## src/rtl/retrig_pkg.sv

```systemverilog
package retrig_pkg;

  // Per-line sampled levels, kept together so the history register and the
  // qualifier agree on bit positions.
  typedef struct packed {
    logic fall_in;
    logic rise_in;
    logic clr_n;
  } trig_lvl_t;

  localparam int NUM_LINES = $bits(trig_lvl_t);

  // Previous-value reset levels chosen so that no edge is seen right after reset.
  localparam trig_lvl_t IDLE_PREV = '{fall_in: 1'b0, rise_in: 1'b1, clr_n: 1'b1};

endpackage

```

## src/rtl/retrig_hist.sv

```systemverilog
module retrig_hist #(
  parameter int              N    = 3,
  parameter logic [N-1:0]    IDLE = '0
) (
  input  logic         clk,
  input  logic         rst,
  input  logic [N-1:0] cur,
  output logic [N-1:0] prev
);

  for (genvar i = 0; i < N; i++) begin : g_line
    always_ff @(posedge clk) begin
      if (rst) prev[i] <= IDLE[i];
      else     prev[i] <= cur[i];
    end
  end

endmodule

```

## src/rtl/retrig_qualify.sv

```systemverilog
module retrig_qualify
  import retrig_pkg::*;
(
  input  trig_lvl_t cur,
  input  trig_lvl_t prev,
  output logic      fire
);

  logic fall_edge, rise_edge, clr_edge;

  always_comb begin
    fall_edge = prev.fall_in & ~cur.fall_in & cur.rise_in & cur.clr_n;
    rise_edge = ~prev.rise_in & cur.rise_in & ~cur.fall_in & cur.clr_n;
    clr_edge  = ~prev.clr_n & cur.clr_n & ~cur.fall_in & cur.rise_in;
    fire      = fall_edge | rise_edge | clr_edge;
  end

endmodule

```

## src/rtl/retrig_timer.sv

```systemverilog
module retrig_timer #(
  parameter int CW = 8
) (
  input  logic          clk,
  input  logic          rst,
  input  logic          clear_n,
  input  logic          fire,
  input  logic [CW-1:0] load_val,
  output logic [CW-1:0] count,
  output logic          active
);

  localparam logic [CW-1:0] ONE = CW'(1);

  always_ff @(posedge clk) begin
    if (rst)                 count <= '0;
    else if (!clear_n)       count <= '0;
    else if (fire)           count <= load_val;
    else if (count != '0)    count <= count - ONE;
  end

  assign active = (count != '0);

endmodule

```

## src/rtl/retrig_oneshot.sv

```systemverilog
module retrig_oneshot
  import retrig_pkg::*;
#(
  parameter int CW = 8
) (
  input  logic          clk,
  input  logic          rst,
  input  logic          fall_in,
  input  logic          rise_in,
  input  logic          clear_n,
  input  logic [CW-1:0] pulse_len,
  output logic          pulse,
  output logic          pulse_n
);

  trig_lvl_t       cur_lvl, prev_lvl;
  logic            fire;
  logic            active;
  logic [CW-1:0]   count;

  assign cur_lvl = '{fall_in: fall_in, rise_in: rise_in, clr_n: clear_n};

  retrig_hist #(
    .N    (NUM_LINES),
    .IDLE (IDLE_PREV)
  ) u_hist (
    .clk  (clk),
    .rst  (rst),
    .cur  (cur_lvl),
    .prev (prev_lvl)
  );

  retrig_qualify u_qual (
    .cur  (cur_lvl),
    .prev (prev_lvl),
    .fire (fire)
  );

  retrig_timer #(.CW(CW)) u_timer (
    .clk      (clk),
    .rst      (rst),
    .clear_n  (clear_n),
    .fire     (fire),
    .load_val (pulse_len),
    .count    (count),
    .active   (active)
  );

  // A low clear forces the output off in the same cycle.
  assign pulse   = active & clear_n;
  assign pulse_n = ~pulse;

endmodule

```

## config.mk

```make
export PLATFORM = sky130hd
export DESIGN_NAME = retrig_oneshot
export DESIGN_NICKNAME = d
export VERILOG_FILES = /design/src/rtl/retrig_pkg.sv /design/src/rtl/retrig_hist.sv /design/src/rtl/retrig_qualify.sv /design/src/rtl/retrig_timer.sv /design/src/rtl/retrig_oneshot.sv
export SDC_FILE = /design/constraint.sdc
export NUM_CORES = 1
export LEC_CHECK = 0
export BUFFER_PORTS_ARGS = -buffer_cell sky130_fd_sc_hd__buf_2
export CORE_AREA = 4 4 41 43
export CTS_CLUSTER_DIAMETER = 30
export DETAILED_ROUTE_END_ITERATION = 12
export DIE_AREA = 0 0 45 47
export PLACE_DENSITY = 0.74
export SLEW_MARGIN = 20
export SYNTH_ARGS = -nofsm -noshare
export SYNTH_HDL_FRONTEND = slang
export SYNTH_SLANG_ARGS = --single-unit
export TNS_END_PERCENT = 30
```

## constraint.sdc

```tcl
create_clock -name clk -period 2.1 [get_ports clk]
set_input_delay 0 -clock clk [delete_from_list [all_inputs] [get_ports clk]]
set_output_delay 0 -clock clk [all_outputs]
set_load 0.05 [all_outputs]
```

==> results.py, run 1 <==
metrics = {
    "synthesis": {
        "synth_edf_count": 0,
        "synthArstFlopShare": 0,
        "yosysMostFrequentCell": "dfxtp_1",
        "synth_seq_cells": 11,
        "syn_avg_cell_area_um2": 9.22,
        "postSynthCellCount": 62,
        "yosys-top-cells-count": "dfxtp_1 (11), nor2_1 (6), a211oi_1 (4), nand2_1 (4)",
        "yosysWarnings": 0,
        "yosys.area.top_type": "dfxtp_1",
        "synth_top_area_share": 0.385,
        "ys_seq_area_frac": 0.385,
        "ys.flop_type": "dfxtp_1",
        "syn_nets": 77,
        "ys_types": 28,
        "syn_area_um2": 572,
        "synth.area.top_cells": "dfxtp_1 (39%), a211oi_1 (5.3%), xnor2_1 (4.6%), xor2_1 (4.6%), ha_1 (4.4%)",
    },
    "job": {
        "drv_cap": 0,
    },
    "placement": {
        "dp.final_hpwl_um": 890,
        "placed_area_um2": 657,
        "port_buffers": 14,
        "place_ws_ps": 372,
        "gp_congestion": 0.767,
    },
    "worst_setup_path": {
        "crit_arrival_ps": 1930,
        "critPathRequiredTime_ps": 2100,
        "worstPathMaxFanout": 4,
        "critPathLaunchType": "flop",
        "crit_type": "flop to output port",
        "crit_path_end_kind": "output port",
        "r2r_setup_slack_ps": 360,
    },
    "cts": {
        "cts.repair.resized": 0,
        "clockBufferDepth": 2,
        "cts_tree": "yes",
        "cts.sinks": 11,
        "cts_root_buffer": "clkbuf_4",
        "cts_setup_buffers": 0,
        "clk_pin_slew_worst_paths_ps": 80,
        "clk_latency_ps": 270,
        "ctsHtreeMaxLevel": 1,
        "cts_buffers": 3,
    },
    "route": {
        "drtIter0Drc": 9,
        "via_count": 516,
        "ant_nets": 0,
        "routed_wl_um": 1310,
        "wl_per_cell_um": 13.0,
        "drt-vias-per-instance": 5.11,
        "dr.pass1.iters": 4,
        "drc_errors": 0,
    },
    "grt": {
        "antenna_found_initial": 0,
        "overflow": 0,
        "grt_pass1_wl_um": 2170,
        "grt_max_degree": 14,
        "track_usage": 0.149,
        "first_global_vias": 483,
    },
    "cells_and_area": {
        "final_cell_area_um2": 754,
        "drive_above_1_share": 0.302,
        "regArea_um2": 220,
        "layout.nets": 102,
        "syn_to_final_growth_pct": 31.9,
        "n_fill_cell": 135,
        "multi_input_area_um2": 337,
        "diodes": 0,
    },
    "floorplanning": {
        "placementRows": 13,
        "initial_core_util": 0.439,
        "die_w_um": 45,
        "core_um2": 1300,
        "io_pins": 15,
        "die_h_um": 47,
        "dieArea_um2": 2120,
    },
    "power": {
        "p_int_mw": 0.601,
        "leakagePower_nw": 0.333,
        "p_comb_frac": 0.577,
        "cellPowerDensity_nw_per_um2": 1390,
        "peakVddDrop_v": 0.000912,
        "clkPwrFrac": 0.144,
        "swShare": 0.427,
        "p_switching_mw": 0.447,
        "power_frac_seq": 0.279,
    },
    "sta": {
        "setup_violations": 0,
        "finalHoldViolCount": 0,
        "worst_slack_ps": 173,
        "slew_violations": 0,
        "rsz0062_at_grt": "false",
        "finalCritPeriodShare": 0.918,
        "finalSetupTns_ps": 0,
        "fmax_ghz": 0.519,
        "finalCriticalPeriod_ps": 1930,
        "fin_skew_ps": 1.15,
        "worstMarginPinSlew_ps": 553,
        "slew_headroom": 0.629,
    },
    "min_path": {
        "min_path_type": "input port to flop",
    },
    "outcome": {
        "status": "completed",
    },
}
[stage by stage]
step	hold slack (ps)	utilization	total power, mW	instances
2_1_floorplan	71.6	-	0.778	62
3_3_place_gp	192	0.505	0.871	90
3_5_place_dp	193	0.505	0.885	90
4_1_cts	4.28	0.580	1.05	101
5_1_grt	26.9	0.580	1.13	101
6_report	6.61	0.580	1.05	101
[routing by layer]
layer	track usage	vias to the layer above	wire (um)
met5	0	-	0
met4	0.0351	0	4
met3	0.0690	2	98
met2	0.243	16	653
met1	0.178	232	555
li1	-	266	-
[registers in the layout (all words and copies together) (netlist names)]
signal and flops:
u_timer.count 8, u_hist.prev 3
[worst max-delay path: stages, from the launching register on]
cell	delay, ps
dfxtp_1	330
inv_1	80
ha_1	150
or3b_2	470
or2_4	280
nand2_1	90
buf_2	260
[logic make-up (layout without fill, tap and decap cells)]
family | count (synthesis) | in the layout | share of synthesized area
AOI/OAI and AO/OA | 13 | 13 | 0.177
buffers and inverters | 4 | 28 | 0.0263
adders and majority gates | 2 | 2 | 0.0438
DFF | 11 | 11 | 0.385
xor gates and xnor gates | 6 | 6 | 0.0919
and+or+nand+nor | 26 | 26 | 0.276
[power groups by stage]
stage                     Clock, mW  Combinational, mW  Sequential (mW)
after floorplan                   0              0.492            0.286
after global placement            0              0.578            0.294
after detailed placement          0              0.589            0.297
after CTS                     0.154              0.606            0.293
after global routing          0.165              0.664            0.299
final                         0.151              0.605            0.293
[path summary, 6_finish.rpt]
check	from	end	depth (start not counted)
max reg2reg	u_timer.count[0]	u_timer.count[4]	6
max	u_timer.count[0]	pulse_n	6
min reg2reg	u_timer.count[6]	u_timer.count[6]	2
min	pulse_len[6]	u_timer.count[6]	3
[cell type report]
class,count,area share
Clock buffer,3,0.0299
Sequential cell,11,0.292
Clock inverter,1,0.00663
Timing Repair Buffer,21,0.186
Tap cell,15,0.0249
Inverter,3,0.0149
Multi-Input combinational cell,47,0.446
[layout by cell type, fill, tap and decap left out, types with 2 or more instances in the layout]
cell / instances
clkbuf_4: 3
nand2_1: 4
nor2_1: 6
buf_2: 14
ha_1: 2
dlygate4sd3_1: 7
or2_2: 2
nor3_1: 2
o21ai_0: 2
a211oi_1: 4
o211ai_1: 2
dfxtp_1: 11
xnor2_1: 3
a21oi_1: 3
xor2_1: 3
inv_1: 3
[repair_timing]
item,CTS,global route
endpoints found under the setup margin,0,0
hold buffers,7,0
endpoints found under the hold margin,6,0
Power figures use the tool's default switching activity.
==> inputs of run 2 (changes only) <==
--- a/config.mk
+++ b/config.mk
@@ -5,11 +5,12 @@
 export SDC_FILE = /design/constraint.sdc
 export NUM_CORES = 1
 export LEC_CHECK = 0
+export ABC_AREA = 1
 export BUFFER_PORTS_ARGS = -buffer_cell sky130_fd_sc_hd__buf_2
-export CORE_AREA = 4 4 41 43
+export CORE_MARGIN = 4
+export CORE_UTILIZATION = 45
 export CTS_CLUSTER_DIAMETER = 30
 export DETAILED_ROUTE_END_ITERATION = 12
-export DIE_AREA = 0 0 45 47
 export PLACE_DENSITY = 0.74
 export SLEW_MARGIN = 20
 export SYNTH_ARGS = -nofsm -noshare
==> constraint.sdc (replaced) <==
create_clock -name clk -period 2.1 [get_ports clk]
set_input_delay 0 -clock clk [delete_from_list [all_inputs] [get_ports clk]]
set_output_delay 0 -clock clk [all_outputs]
set_load 0.01 [all_outputs]
==> run 2 against run 1 <==
  * Count of clock-buffer cells in the layout increased by 1
  * Setup slack improved by 520 ps
  * Routed wire length increased by 7.2%
  * Design area increased by 18%
  * Non-clock buffer count decreased by 3
  * Clock skew about the same
  * Die area increased by 12%
  * Register-to-register slack improved by 420 ps
  * Cell count increased by 35%
  * Synthesized cell count increased by 60%
==> results.py, run 2 <==
metrics = {
    "worst_setup_path": {
        "rr_worst_depth": 9,
        "regToRegStartpoint": "u_timer.count[0]",
        "crit_arrival_ps": 1400,
        "critPathRequiredTime_ps": 2100,
        "worstPathMaxFanout": 4,
        "r2r_end": "u_timer.count[5]",
        "crit_path_end_kind": "output port",
        "crit_type": "flop to output port",
        "critPathLaunchType": "flop",
        "r2r_setup_slack_ps": 780,
    },
    "grt": {
        "grt.busiest_layer": "met2",
        "track_usage": 0.136,
        "first_global_vias": 642,
        "met1_usage": 0.160,
        "met2_usage": 0.235,
        "antenna_found_initial": 0,
        "grt_max_degree": 14,
        "grt_pass1_wl_um": 2640,
        "grt_use_met3": 0.0215,
        "overflow": 0,
    },
    "synthesis": {
        "syn_area_um2": 742,
        "synthSimpleGateAreaFrac": 0.504,
        "synth_compound_area_frac": 0.0506,
        "yosysMostFrequentCell": "nand2_1",
        "ys_types": 28,
        "postSynthCellCount": 99,
        "yosys.area_share.xor_xnor": 0.0118,
        "yosys.area.top_type": "dfxtp_1",
        "syn_nets": 114,
        "synth_top_family_by_area": "simple AND/OR/NAND/NOR gates",
        "synth_top_area_share": 0.297,
        "yosys-top-cells-count": "nand2_1 (14), inv_1 (12), nor2_1 (12), dfxtp_1 (11), nand3_1 (11)",
        "yosysWarnings": 0,
        "synth_fa_ha_area_frac": 0.0337,
        "synth_mux_area_frac": 0,
        "synthArstFlopShare": 0,
        "synth_edf_count": 0,
        "ys_seq_area_frac": 0.297,
        "ys.flop_type": "dfxtp_1",
        "synth.area.top_cells": "dfxtp_1 (30%), nand3_1 (7.4%), nand2_1 (7.1%), inv_1 (6.1%), nor2_1 (6.1%)",
        "syn_avg_cell_area_um2": 7.49,
        "synth_seq_cells": 11,
    },
    "sta": {
        "finalHoldViolCount": 0,
        "fmax_ghz": 0.712,
        "rsz0062_at_grt": "false",
        "worstMarginPinSlew_ps": 318,
        "finalCriticalPeriod_ps": 1400,
        "slew_violations": 0,
        "finalCritPeriodShare": 0.669,
        "setup_violations": 0,
        "finalSetupTns_ps": 0,
        "slew_headroom": 0.787,
        "fin_skew_ps": 0.936,
    },
    "cts": {
        "clockBufferDepth": 2,
        "ctsHoldBuffers": 4,
        "ctsHtreeMaxLevel": 1,
        "cts_buffers": 3,
        "cts_tree": "yes",
        "cts.repair.resized": 0,
        "cts.sinks": 11,
        "clk_latency_ps": 270,
        "cts_root_buffer": "clkbuf_4",
        "cts_setup_buffers": 0,
        "clk_pin_slew_worst_paths_ps": 70,
    },
    "route": {
        "ant_nets": 0,
        "drt-vias-per-instance": 4.88,
        "drtIter0Drc": 14,
        "wl_per_cell_um": 10.3,
        "drc_errors": 0,
        "routed_wl_um": 1410,
        "dr.pass1.iters": 4,
        "via_count": 663,
    },
    "floorplanning": {
        "placementRows": 14,
        "initial_core_util": 0.487,
        "io_pins": 15,
        "core_um2": 1520,
        "die_h_um": 48.6,
        "die_w_um": 48.6,
        "dieArea_um2": 2360,
    },
    "cells_and_area": {
        "reg_top3": "u_timer.count (8), u_hist.prev (3)",
        "diodes": 0,
        "layout.nets": 136,
        "largest_reg_flops": 8,
        "regMostFlops": "u_timer.count",
        "drive_above_1_share": 0.350,
        "finalNonFillerCells": 136,
        "syn_to_final_growth_pct": 19.6,
        "final_cell_mix": "nand2_1 (14), buf_2 (14), inv_1 (12), nor2_1 (12)",
    },
    "job": {
        "drv_cap": 0,
    },
    "placement": {
        "gp_congestion": 0.889,
        "port_buffers": 14,
        "post-place-cells": 128,
        "dp.final_hpwl_um": 1100,
    },
    "min_path": {
        "worstHoldEndpoint": "u_timer.count[2]",
        "worstHoldStart": "pulse_len[2]",
        "min_path_type": "input port to flop",
        "hold_depth": 3,
    },
    "power": {
        "peakVddDrop_v": 0.00119,
        "leakagePower_nw": 0.449,
        "cellPowerDensity_nw_per_um2": 1830,
    },
    "outcome": {
        "status": "completed",
    },
}
-- run 2: cell count changes after synthesis, moves of 4 or more --
cell,previous run,this run
nor2_2,0,5
nand2_2,0,4
nand2_1,4,14
a211oi_1,4,0
nor2_1,6,12
nand3_1,1,11
inv_1,3,12
-- run 2: routing by layer --
layer | vias to the layer above | wire length [um] | part of all wire
li1 | 357 | - | -
met2 | 20 | 707 | 0.50
met4 | 0 | 27 | 0.019
met1 | 282 | 595 | 0.42
met5 | - | 0 | 0
met3 | 4 | 76 | 0.054
-- run 2: power breakdown --
part	leakage (nW)	switching, mW	internal [mW]
sequential	0.0905	0.0574	0.287
clock	0.0150	0.0685	0.0735
combinational	0.344	0.699	0.441
total	0.449	0.825	0.801
-- run 2: cells by family (layout without fill, tap and decap cells) --
family	Yosys count	after routing
DFF	11	11
xor gates and xnor gates	1	1
AOI/OAI and AO/OA	5	5
buffers and inverters	17	38
and+or+nand+nor	63	63
adders and majority gates	2	2
-- run 2: per-stage QoR --
stage	power (mW)	cell area [um2]	worst slack (ps)	util	hold WS, ps
final	1.63	887	696	0.582	14.3
after global routing	1.83	887	599	0.582	50.5
after CTS	1.65	887	677	0.582	11.2
after detailed placement	1.49	821	789	0.539	204
after global placement	1.47	821	863	0.539	199
after floorplan	1.29	742	906	-	71.8
-- run 2: how the worst max path moves through the flow --
stage | startpoint | end | slack [ps] | cells past startpoint
4_1_cts | u_timer.count[0] | pulse_n | 680 | 7
6_report | u_timer.count[0] | pulse_n | 700 | 7
2_1_floorplan | u_timer.count[0] | u_timer.count[5] | 910 | 9
3_5_place_dp | u_timer.count[0] | u_timer.count[5] | 790 | 9
3_3_place_gp | u_timer.count[0] | u_timer.count[4] | 860 | 7
5_1_grt | u_timer.count[0] | pulse_n | 600 | 7
-- run 2: layout make-up --
class	count	area, um2
Fill cell	145	637
Multi-Input combinational cell	71	445
Sequential cell	11	220
Timing Repair Buffer	18	110
Inverter	16	65.1
Clock buffer	4	26.3
Tap cell	16	20.0
-- run 2: critical path, cell delays in order, from the launching register on --
cell and delay (ps):
dfxtp_1 320, inv_1 120, ha_1 160, nand3_1 110, nor2_4 190, nor2_1 70, inv_1 50, buf_2 120
==> inputs of run 3 (changes only) <==
==> constraint.sdc (replaced) <==
create_clock -name clk -period 1.35 [get_ports clk]
set_input_delay 0 -clock clk [delete_from_list [all_inputs] [get_ports clk]]
set_output_delay 0 -clock clk [all_outputs]
set_load 0.01 [all_outputs]
==> run 3 against run 2 <==
  * Non-clock buffer count up 3
  * Cell count up 2.2%
  * Global-route usage unchanged
  * Worst hold slack worse by 12 ps
  * Via count up 3.8%
  * Routed wire length up 8.2%
  * Die area unchanged
  * Critical endpoint unchanged
==> results.py, run 3 (synthesis gave the netlist of run 2 again) <==
metrics = {
    "worst_setup_path": {
        "rr_worst_depth": 9,
        "crit_path_end_kind": "output port",
        "crit_type": "flop to output port",
        "regToRegStartpoint": "u_timer.count[0]",
        "crit_arrival_ps": 1290,
        "critPathLaunchType": "flop",
        "worstPathMaxFanout": 4,
        "critPathRequiredTime_ps": 1350,
        "r2r_setup_slack_ps": 120,
        "r2r_end": "u_timer.count[5]",
    },
    "power": {
        "peakVddDrop_v": 0.00220,
        "cellPowerDensity_nw_per_um2": 2970,
        "leakagePower_nw": 0.470,
        "p_total_mw": 2.78,
    },
    "sta": {
        "finalCritPeriodShare": 0.953,
        "finalHoldViolCount": 0,
        "slew_headroom": 0.791,
        "fmax_ghz": 0.777,
        "slew_violations": 0,
        "holdWs_ps": 2.37,
        "finalCriticalPeriod_ps": 1290,
        "fin_skew_ps": 3.21,
        "worstMarginPinSlew_ps": 313,
        "setup_violations": 0,
        "finalSetupTns_ps": 0,
    },
    "cells_and_area": {
        "final_cell_mix": "nand2_1 (14), buf_2 (14), nor2_1 (11)",
        "multi_input_area_um2": 468,
        "n_fill_cell": 128,
        "syn_to_final_growth_pct": 26.1,
        "regMostFlops": "u_timer.count",
        "reg_top3": "u_timer.count (8), u_hist.prev (3)",
        "layout.nets": 139,
        "regArea_um2": 221,
        "diodes": 0,
        "utilization": 0.614,
        "drive_above_1_share": 0.423,
        "largest_reg_flops": 8,
    },
    "route": {
        "dr.pass1.iters": 4,
        "drc_errors": 0,
        "via_count": 688,
        "ant_nets": 0,
        "wl_per_cell_um": 10.9,
        "routed_wl_um": 1520,
        "drtIter0Drc": 9,
        "drt-vias-per-instance": 4.95,
    },
    "cts": {
        "cts_tree": "yes",
        "cts_buffers": 3,
        "clockBufferDepth": 2,
        "cts_root_buffer": "clkbuf_4",
        "clk_pin_slew_worst_paths_ps": 70,
        "ctsHtreeMaxLevel": 1,
        "clk_latency_ps": 270,
        "cts.sinks": 11,
    },
    "min_path": {
        "min_path_type": "input port to flop",
        "hold_depth": 3,
        "worstHoldEndpoint": "u_timer.count[2]",
        "worstHoldStart": "pulse_len[2]",
    },
    "floorplanning": {
        "die_h_um": 48.6,
        "die_w_um": 48.6,
        "io_pins": 15,
        "initial_core_util": 0.487,
        "placementRows": 14,
        "core_um2": 1520,
        "dieArea_um2": 2360,
    },
    "grt": {
        "first_global_vias": 639,
        "grt_pass1_wl_um": 2620,
        "overflow": 0,
        "grt_max_degree": 14,
        "track_usage": 0.136,
        "antenna_found_initial": 0,
    },
    "placement": {
        "gp_congestion": 0.888,
        "dp.final_hpwl_um": 1100,
        "port_buffers": 14,
    },
    "job": {
        "drv_cap": 0,
    },
    "outcome": {
        "status": "completed",
    },
}
-- run 3: per-layer routing --
metal  share of wire  GRT usage  wire length [um]
met5               0          0                 0
met4           0.011     0.0538                16
met3           0.057     0.0184                86
met2            0.52      0.235               791
met1            0.41      0.168               626
-- run 3: cell type report --
type	count	area share
clock buffers	4	0.0281
inverters	16	0.0722
multi-input cells	71	0.500
flip-flops and latches	11	0.237
well taps	16	0.0214
repair buffers	21	0.142
-- run 3: worst max path at each step --
| stage | start | to | cells after the start |
|---|---|---|---|
| after floorplan | u_timer.count[0] | u_timer.count[5] | 9 |
| after global placement | u_timer.count[0] | u_timer.count[4] | 7 |
| after detailed placement | u_timer.count[0] | u_timer.count[5] | 9 |
| after CTS | u_timer.count[0] | pulse_n | 7 |
| after global routing | u_timer.count[0] | pulse_n | 7 |
| final | u_timer.count[0] | pulse_n | 7 |
-- run 3: metrics by stage --
stage | worst slack (ps) | instances | cell area (um2)
finish | 62.9 | 139 | 936
global route | -27.3 | 139 | 936
CTS | 14.5 | 137 | 896
detailed placement | 48.4 | 128 | 821
global placement | 113 | 128 | 821
floorplan | 156 | 99 | 742
-- run 3: worst max-delay path: stages, from the launching register on --
cell and delay, ps:
dfxtp_2 340, inv_4 80, ha_4 130, nand3_2 90, nor2_4 180, nor2_2 50, inv_1 40, buf_2 110
-- run 3: power by group --
group / total [mW] / switching (mW) / leakage [nW] / internal, mW
combinational: 2.01 / 1.17 / 0.364 / 0.835
sequential: 0.549 / 0.0990 / 0.0909 / 0.450
clock: 0.225 / 0.110 / 0.0150 / 0.115
total: 2.78 / 1.38 / 0.470 / 1.40
-- run 3: repair_timing --
item / 4_1_cts / 5_1_grt
hold buffers: 4 / 0
pin swaps: 1 / 1
resized for setup: 2 / 7
gates cloned: 0 / 0
setup endpoints to repair: 2 / 3
buffers inserted: 1 / 2
endpoints found under the hold margin: 3 / 0
